===== src/rtl/dma_trk_pkg.sv =====
package dma_trk_pkg;
  typedef enum logic [1:0] {
    SLOT_FREE    = 2'd0,
    SLOT_COLLECT = 2'd1,
    SLOT_HOLD    = 2'd2
  } slot_st_e;
endpackage


===== src/rtl/dma_slot_ctl.sv =====
module dma_slot_ctl
  import dma_trk_pkg::*;
#(
  parameter int BYTE_W = 16,
  parameter int DLY_W  = 8
) (
  input  logic              clk,
  input  logic              rst_n,
  input  logic              start_i,
  input  logic [BYTE_W-1:0] start_total_i,
  input  logic [DLY_W-1:0]  start_delay_i,
  input  logic              rsp_i,
  input  logic [BYTE_W-1:0] rsp_size_i,
  output logic              busy_o,
  output logic              done_o,
  output logic              ovf_o
);
  slot_st_e          st_q;
  logic [BYTE_W-1:0] total_q;
  logic [BYTE_W-1:0] rcvd_q;
  logic [DLY_W-1:0]  dly_q;
  logic [DLY_W-1:0]  wait_q;
  logic              done_q;
  logic [BYTE_W:0]   sum;
  logic              over;

  assign sum    = {1'b0, rcvd_q} + {1'b0, rsp_size_i};
  assign over   = sum > {1'b0, total_q};
  assign busy_o = (st_q != SLOT_FREE);
  assign done_o = done_q;
  // a response is only legal while collecting and within the total
  assign ovf_o  = rsp_i && ((st_q != SLOT_COLLECT) || over);

  always_ff @(posedge clk or negedge rst_n) begin
    if (!rst_n) begin
      st_q    <= SLOT_FREE;
      total_q <= '0;
      rcvd_q  <= '0;
      dly_q   <= '0;
      wait_q  <= '0;
      done_q  <= 1'b0;
    end else begin
      done_q <= 1'b0;
      unique case (st_q)
        SLOT_FREE: begin
          if (start_i) begin
            total_q <= start_total_i;
            rcvd_q  <= '0;
            dly_q   <= start_delay_i;
            if (start_total_i == '0) begin
              st_q   <= SLOT_HOLD;
              wait_q <= start_delay_i;
            end else begin
              st_q <= SLOT_COLLECT;
            end
          end
        end
        SLOT_COLLECT: begin
          if (rsp_i && !over) begin
            rcvd_q <= sum[BYTE_W-1:0];
            if (sum == {1'b0, total_q}) begin
              st_q   <= SLOT_HOLD;
              wait_q <= dly_q;
            end
          end
        end
        SLOT_HOLD: begin
          if (wait_q == '0) begin
            done_q <= 1'b1;
            st_q   <= SLOT_FREE;
          end else begin
            wait_q <= wait_q - 1'b1;
          end
        end
        default: st_q <= SLOT_FREE;
      endcase
    end
  end
endmodule


===== src/rtl/dma_inflight_ctr.sv =====
module dma_inflight_ctr #(
  parameter int OUT_W = 10
) (
  input  logic             clk,
  input  logic             rst_n,
  input  logic             inc_i,
  input  logic             dec_i,
  output logic [OUT_W-1:0] cnt_o,
  output logic             unf_o
);
  logic [OUT_W-1:0] cnt_q;

  assign cnt_o = cnt_q;
  assign unf_o = dec_i && !inc_i && (cnt_q == '0);

  always_ff @(posedge clk or negedge rst_n) begin
    if (!rst_n) begin
      cnt_q <= '0;
    end else if (inc_i && !dec_i) begin
      cnt_q <= cnt_q + 1'b1;
    end else if (dec_i && !inc_i && (cnt_q != '0)) begin
      cnt_q <= cnt_q - 1'b1;
    end
  end
endmodule


===== src/rtl/dma_drain_fsm.sv =====
module dma_drain_fsm (
  input  logic clk,
  input  logic rst_n,
  input  logic req_i,
  input  logic empty_i,
  output logic draining_o,
  output logic done_o
);
  logic draining_q;
  logic done_q;

  assign draining_o = draining_q;
  assign done_o     = done_q;

  always_ff @(posedge clk or negedge rst_n) begin
    if (!rst_n) begin
      draining_q <= 1'b0;
      done_q     <= 1'b0;
    end else begin
      done_q <= 1'b0;
      if (draining_q) begin
        if (empty_i) begin
          draining_q <= 1'b0;
          done_q     <= 1'b1;
        end
      end else if (req_i) begin
        if (empty_i) done_q <= 1'b1;
        else         draining_q <= 1'b1;
      end
    end
  end
endmodule


===== src/rtl/dma_done_tracker.sv =====
module dma_done_tracker #(
  parameter int NUM_SLOTS = 4,
  parameter int BYTE_W    = 16,
  parameter int DLY_W     = 8,
  parameter int OUT_W     = 10,
  localparam int TAG_W    = $clog2(NUM_SLOTS)
) (
  input  logic                 clk,
  input  logic                 rst_n,
  input  logic                 start_valid_i,
  output logic                 start_ready_o,
  input  logic [TAG_W-1:0]     start_tag_i,
  input  logic [BYTE_W-1:0]    start_bytes_i,
  input  logic [DLY_W-1:0]     start_delay_i,
  input  logic                 chunk_queued_i,
  input  logic                 rsp_valid_i,
  input  logic [TAG_W-1:0]     rsp_tag_i,
  input  logic [BYTE_W-1:0]    rsp_bytes_i,
  input  logic                 drain_req_i,
  output logic [NUM_SLOTS-1:0] done_o,
  output logic                 draining_o,
  output logic                 drain_done_o,
  output logic                 err_overflow_o,
  output logic                 err_underflow_o
);
  logic [NUM_SLOTS-1:0] slot_busy;
  logic [NUM_SLOTS-1:0] slot_ovf;
  logic [OUT_W-1:0]     out_cnt;
  logic                 cnt_unf;
  logic                 start_take;
  logic                 ovf_q;
  logic                 unf_q;

  assign start_ready_o = !slot_busy[start_tag_i];
  assign start_take    = start_valid_i && start_ready_o;

  for (genvar g = 0; g < NUM_SLOTS; g++) begin : g_slot
    dma_slot_ctl #(
      .BYTE_W(BYTE_W),
      .DLY_W (DLY_W)
    ) slot_i (
      .clk          (clk),
      .rst_n        (rst_n),
      .start_i      (start_take && (start_tag_i == TAG_W'(g))),
      .start_total_i(start_bytes_i),
      .start_delay_i(start_delay_i),
      .rsp_i        (rsp_valid_i && (rsp_tag_i == TAG_W'(g))),
      .rsp_size_i   (rsp_bytes_i),
      .busy_o       (slot_busy[g]),
      .done_o       (done_o[g]),
      .ovf_o        (slot_ovf[g])
    );
  end

  dma_inflight_ctr #(.OUT_W(OUT_W)) ctr_i (
    .clk  (clk),
    .rst_n(rst_n),
    .inc_i(chunk_queued_i),
    .dec_i(rsp_valid_i),
    .cnt_o(out_cnt),
    .unf_o(cnt_unf)
  );

  dma_drain_fsm drain_i (
    .clk       (clk),
    .rst_n     (rst_n),
    .req_i     (drain_req_i),
    .empty_i   (out_cnt == '0),
    .draining_o(draining_o),
    .done_o    (drain_done_o)
  );

  always_ff @(posedge clk or negedge rst_n) begin
    if (!rst_n) begin
      ovf_q <= 1'b0;
      unf_q <= 1'b0;
    end else begin
      ovf_q <= ovf_q | (|slot_ovf);
      unf_q <= unf_q | cnt_unf;
    end
  end

  assign err_overflow_o  = ovf_q;
  assign err_underflow_o = unf_q;
endmodule


===== config.mk =====
export PLATFORM = sky130hd
export DESIGN_NAME = dma_done_tracker
export DESIGN_NICKNAME = d
export VERILOG_FILES = /design/src/rtl/dma_trk_pkg.sv /design/src/rtl/dma_slot_ctl.sv /design/src/rtl/dma_inflight_ctr.sv /design/src/rtl/dma_drain_fsm.sv /design/src/rtl/dma_done_tracker.sv
export SDC_FILE = /design/constraint.sdc
export NUM_CORES = 1
export LEC_CHECK = 0
export BUFFER_PORTS_ARGS = -buffer_cell sky130_fd_sc_hd__buf_2
export CELL_PAD_IN_SITES_DETAIL_PLACEMENT = 1
export CELL_PAD_IN_SITES_GLOBAL_PLACEMENT = 1
export CORE_MARGIN = 3
export CORE_UTILIZATION = 40
export DETAILED_ROUTE_END_ITERATION = 12
export GPL_TIMING_DRIVEN = 1
export PLACE_DENSITY = 0.69
export SLEW_MARGIN = 20
export SYNTH_ARGS = -nofsm -noshare
export SYNTH_HDL_FRONTEND = slang
export SYNTH_SLANG_ARGS = --single-unit

===== constraint.sdc =====
create_clock -name clk -period 5.6 [get_ports clk]
set_clock_uncertainty 0.2 [all_clocks]
set_input_delay 0.56 -clock clk [delete_from_list [all_inputs] [get_ports clk]]
set_output_delay 0.56 -clock clk [all_outputs]
set_load 0.01 [all_outputs]

; ---- After elaboration in Yosys (flattened, before gate mapping)
; Index checks and enable logic that the tools add are counted.
[word_totals]
register_bits = 218
input_bits = 50
output_inout_bits = 9
word_cells = 239
[classes]
addsub = 10
n_mux = 72
n_lt_le_gt_ge = 5
eq_ne = 46
bitwise = 2
n_reduce_logical = 75
[op_table]
columns = op, count
row1 = two-way mux 8 bit, 17
row2 = two-way mux 16 bit, 8
row3 = case mux 16 bit (2 select lines), 4
row4 = case mux 8 bit (3 select lines), 4
row5 = adder 16 x 16 -> 17 bit, 4
row6 = == test 17 x 16 -> 1 bit, 4
row7 = > comparator 17 x 16 -> 1 bit, 4
row8 = inequality test 2 x 1 -> 1 bit (second input constant), 21
row9 = two-way mux 2 bit, 17
row10 = zero test 8 bit, 4
row11 = subtractor 8 x 1 -> 8 bit (second input constant), 4
row12 = case mux 2 bit (3 select lines), 4
row13 = AND reduction 6 bit, 4
row14 = logical AND 1 bit, 21
row15 = two-way mux 10 bit, 2
row16 = nonzero test 2 bit, 9
row17 = == test 2 bit (second input constant), 8
row18 = zero test 16 bit, 1
row19 = AND reduction 4 bit, 4
row20 = two-way mux 1 bit, 15
row21 = inequality test 2 bit (second input constant), 7
row22 = == test 2 x 1 -> 1 bit (second input constant), 6
row23 = zero test 2 bit, 6
row24 = AND reduction 3 bit, 4
row25 = other kinds (12), 28

; ---- Longest topological paths before layout
[depth]
depth_word = 8
ltp_mapped = 20
mapped_depth_nobuf = 19

; ---- Modules after synthesis
; A second synthesis with hierarchy kept.
[unflattened]
cells_unflattened = 1668
hier_area_um2 = 15828.9
[by_module_without_submodules]
columns = module, n_inst, seq_area_each_um2, cells_per_inst, area_per_inst_um2
row1 = dma_slot_ctl at g_slot[1].slot_i ..., 2, 1276.2, 379, 3636.0
row2 = dma_slot_ctl at g_slot[3].slot_i, 1, 1276.2, 417, 3908.7
row3 = dma_slot_ctl at g_slot[0].slot_i, 1, 1276.2, 376, 3584.7
row4 = dma_inflight_ctr, 1, 250.2, 92, 804.5
row5 = dma_done_tracker, 1, 50.0, 21, 191.4
row6 = dma_drain_fsm, 1, 50.0, 4, 67.6

; ---- Least setup slack after synthesis
; OpenSTA, ideal clock, no wires.
[synth_path]
path_type = input port to flip-flop
from = in rsp_bytes_i[6]
to = reg g_slot[0].slot_i.rcvd_q[11]
t_arrival_ns = 4.113
required_time_ns = 5.275
n_path_buf = 1
cell_stages = 16
setup_ns = 0.125
setup_slack_ns = 1.161
path_cell_list = ha_1 -> a2111oi_2 -> o21ai_1 -> a31o_1 -> a41oi_2 -> o2111ai_1 -> a21oi_2 -> xnor2_1 -> ha_1 -> nand4_1 -> nor4_4 -> nor2_1 -> a211oi_2 -> nand4_4 -> buf_6 -> mux2_4
[synth_via]
elab_chain_cells = 6
word_cells_on_any_way = 8
cone_classes = add/sub: 1 / order compare: 1 / eq/ne: 1 / mux: 2 / reduce/logical: 3
[synth_lines]
columns = element, line
row1 = start: declaration, dma_done_tracker.sv:18  ; input logic [BYTE_W-1:0] rsp_bytes_i,
row2 = adder 16 x 16 -> 17 bit *, dma_slot_ctl.sv:27  ; assign sum = {1'b0, rcvd_q} + {1'b0, rsp_size_i};
row3 = > comparator 17 x 16 -> 1 bit, dma_slot_ctl.sv:28  ; assign over = sum > {1'b0, total_q};
row4 = zero test 1 bit, dma_slot_ctl.sv:59  ; if (rsp_i && !over) begin
row5 = logical AND 1 bit, dma_slot_ctl.sv:59
row6 = inequality test 2 x 1 -> 1 bit (no source line), --
row7 = AND reduction 3 bit (no source line), --
row8 = end signal: assignment, dma_slot_ctl.sv:60  ; rcvd_q <= sum[BYTE_W-1:0];
row9 = end: declaration, dma_slot_ctl.sv:20  ; logic [BYTE_W-1:0] rcvd_q;
; Every way passes the cells marked *; elsewhere a longest branch is shown, timed or not. The select of a mux whose other input is x is not followed.
; A chain may end at the register's enable or synchronous reset.

; ---- Worst setup path after layout
[layout_path]
from = reg g_slot[0].slot_i.rcvd_q[6]
to = reg g_slot[0].slot_i.rcvd_q[13]
[layout_via]
elab_chain_cells = 6
word_cells_on_any_way = 8
cone_classes = add/sub: 1 / order compare: 1 / eq/ne: 1 / mux: 2 / reduce/logical: 3
[layout_lines]
columns = element, line
row1 = adder 16 x 16 -> 17 bit *, dma_slot_ctl.sv:27
row2 = > comparator 17 x 16 -> 1 bit, dma_slot_ctl.sv:28
row3 = zero test 1 bit, dma_slot_ctl.sv:59
row4 = logical AND 1 bit, dma_slot_ctl.sv:59
row5 = inequality test 2 x 1 -> 1 bit (no source line), --
row6 = AND reduction 3 bit (no source line), --
; Marks and branches as above.

==> impl_metrics.ini <==
[timing]
setup_viol = 0
finalSetupTns_ns = 0
finalMaxSlewViolations = 0
worst_pin_slew_ns = 0.883
max_freq_mhz = 207
rsz0062_at_grt = no
min_period_ns = 4.83
whs_ns = 0.0939
timing.final.crit_share = 0.863
slew-limit-headroom = 0.411
hold_viol = 0

[place]
place_congestion = 0.835
place_area_um2 = 15700
numPortBuffers = 58
dp_hpwl_um = 32500

[critical_path]
path_depth = 16
crit_type = reg -> reg
worstPathMaxFanout = 19
cp-start-kind = register
r2r_cells = 16
cp-end-kind = register
cp_slowest_cell = mux2_4
path_delay_family = compound AO/OA/AOI/OAI gates
required_ns = 5.83
crit_chain = ha_1 > a2111oi_2 > o21ai_1 > a31o_1 > a41oi_2 > o21bai_1 > a21oi_1 > xnor2_1 > ha_1 > nand4_1 > nor3_1 > a211oi_1 > nor2_1 > a211oi_2 > nand4_4 > mux2_4
critPathMostFrequentCell = ha_1
critPathMaxStageDelay_ns = 0.45
critPathBufInv = 0
arrival_ns = 5.06

[clock_network]
cts_root_buf = clkbuf_16
clk_path_buf_depth = 3
clock_latency_ns = 0.55
clock_sinks = 218
htree_levels = 1
clkTransAtPathRegs_ns = 0.06
post-cts-setup-buffers = 0
cts_tree = done
cts_buffers = 28
cts-resized-gates = 0

[synth]
synth_enable_flop_cells = 0
seq_area_frac_synth = 0.365
synthDistinctLibCells = 84
async_flop_share = 1.00
ys_seq_elements = 218
yosys_most_used_dff = dfrtp_1
syn-cell-area_um2 = 14900
yosysWarnings = 0
synthCells = 1524
syn_avg_cell_area_um2 = 9.80
synthesis.nets = 1736

[hold_path]
whs_path_depth = 3
hold_path_class = in -> reg

[routing]
post_drt_wl_per_cell_um = 20.7
firstDrtPassIters = 5
drc = 0
route.vias.total = 11525
wirelength_um = 43000
vias_per_cell = 5.56
postRouteAntennaNets = 0
drt_iter0_drc = 528

[layout]
fin_area_um2 = 16800
syn_to_final_growth_pct = 12.3
multi_input_area_um2 = 8700
final_common_cell = dfrtp_1
drive_above_1_share = 0.179
layout_common_cells = 218 x dfrtp_1, 157 x ha_1, 156 x inv_1
final_util = 0.457
register_area_um2 = 5460
nFillCells = 4137
fin_nets = 1795

[die]
dieWidth_um = 199
core.rowCount = 70
die-area_um2 = 39700
ios = 59
core-area_um2 = 36700
start_util = 0.407
die_h_um = 199

[power]
p_seq_frac = 0.269
clockPowerShare = 0.194
ir_drop_mv = 0.253
p_per_area_nw_per_um2 = 602
p_leak_nw = 7.82
p_int_w = 0.00591
p_sw_frac = 0.415
total_power_w = 0.0101
p_switching_w = 0.00418
comb_power_share = 0.537

[grt]
grt_pass1_vias = 12354
grt_pass1_wl_um = 68200
gr-total-overflow = 0
grt_usage = 0.218
antenna_found_initial = 2
grt_max_degree = 107

[run_status]
status = complete, no violations

[flow_run]
maxCapViolations = 0
[worst min-delay path, delay by kind of cell]
family                 cells  cell delay (ns)
AND/OR/NAND/NOR            2             0.15
buffers and inverters      1             0.08
[cell usage after synthesis (4+ instances only)]
cell	n	area, µm²
nand2b_1	11	68.8
o21ai_0	94	470
a211oi_1	16	120
nor2_1	106	398
a31oi_1	5	31.3
and2_1	32	200
nand2_1	80	300
nor2b_1	8	50.1
buf_6	4	45.0
xnor2_1	59	517
o31a_1	5	43.8
o22ai_1	4	25.0
nand3b_1	9	67.6
nand4_1	31	194
mux2i_1	18	180
mux2_2	111	1250
clkbuf_1	33	124
mux2_4	22	330
a221o_1	5	50.1
a221oi_1	11	96.3
buf_4	5	37.5
o211ai_1	12	90.1
or3_1	4	25.0
nor3_1	16	80.1
nand3_1	42	210
o21ai_1	15	75.1
fa_1	5	100
o21bai_1	6	45.0
inv_1	156	586
a21oi_1	85	425
ha_1	157	1960
a21o_1	16	120
o21a_1	9	67.6
dfrtp_1	218	5460
nor4_1	7	43.8
xor2_1	26	228
a22oi_1	14	105
[power by group through the flow]
stage | Clock [W] | Combinational, W | Sequential (W)
finish | 0.00195 | 0.00542 | 0.00272
global route | 0.00207 | 0.00608 | 0.00281
CTS | 0.00201 | 0.00547 | 0.00272
detailed placement | 0 | 0.00541 | 0.00274
global placement | 0 | 0.00518 | 0.00271
floorplan | 0 | 0.00407 | 0.00260
[area by class of cell]
cell class / count / area share
multi-input cells: 1104 / 0.519
flip-flops and latches: 218 / 0.325
clock buffers: 41 / 0.0508
inverters: 156 / 0.0349
well taps: 468 / 0.0349
repair buffers: 75 / 0.0257
clock inverters: 11 / 0.00926
diodes: 1 / 0.000149
[through the flow]
stage	std cells	setup WS (ns)
floorplan	1524	1.16
global placement	2020	0.593
detailed placement	2020	0.403
CTS	2073	0.785
global route	2073	0.404
finish	2074	0.768
[routing by layer]
layer,track usage,routed length [µm],vias up
li1,-,-,5531
met1,0.285,19600,5791
met2,0.384,20900,149
met3,0.0330,1690,52
met4,0.0442,811,2
met5,0,13,-
[registers in the layout (all words and copies together) (netlist names)]
register	count
err_overflow_o	1
g_slot.slot_i.wait_q	32
g_slot.slot_i.dly_q	32
drain_i.done_o	1
g_slot.slot_i.rcvd_q	64
g_slot.slot_i.st_q	8
err_underflow_o	1
g_slot.slot_i.total_q	64
g_slot.slot_i.done_o	4
ctr_i.cnt_o	10
drain_i.draining_o	1
[worst paths after layout]
path,to,slack [ns],startpoint
setup / recovery,g_slot[0].slot_i.rcvd_q[13],0.77,g_slot[0].slot_i.rcvd_q[6]
hold / removal,drain_i.done_o,0.09,drain_req_i
setup reg to reg,g_slot[0].slot_i.rcvd_q[13],0.77,g_slot[0].slot_i.rcvd_q[6]
hold reg to reg,err_underflow_o,0.29,err_underflow_o
max in group asynchronous,g_slot[1].slot_i.dly_q[2],3.32,rst_n
min in group asynchronous,g_slot[0].slot_i.rcvd_q[1],0.47,rst_n
[kinds of logic after synthesis]
kind of cell | count (synthesis) | synth area share
XOR/XNOR | 85 | 0.0499
AND/OR/NAND/NOR | 367 | 0.125
buffers and inverters | 202 | 0.0543
flip-flops | 218 | 0.365
AO/OA/AOI/OAI | 337 | 0.147
multiplexers | 153 | 0.120
adder cells (fa/ha/maj) | 162 | 0.138
[what timing repair did]
item,in CTS,in global routing
hold endpoints to repair,104,0
endpoints found under the setup margin,0,0
hold buffers,1,0
(Power assumes the default switching activity.)
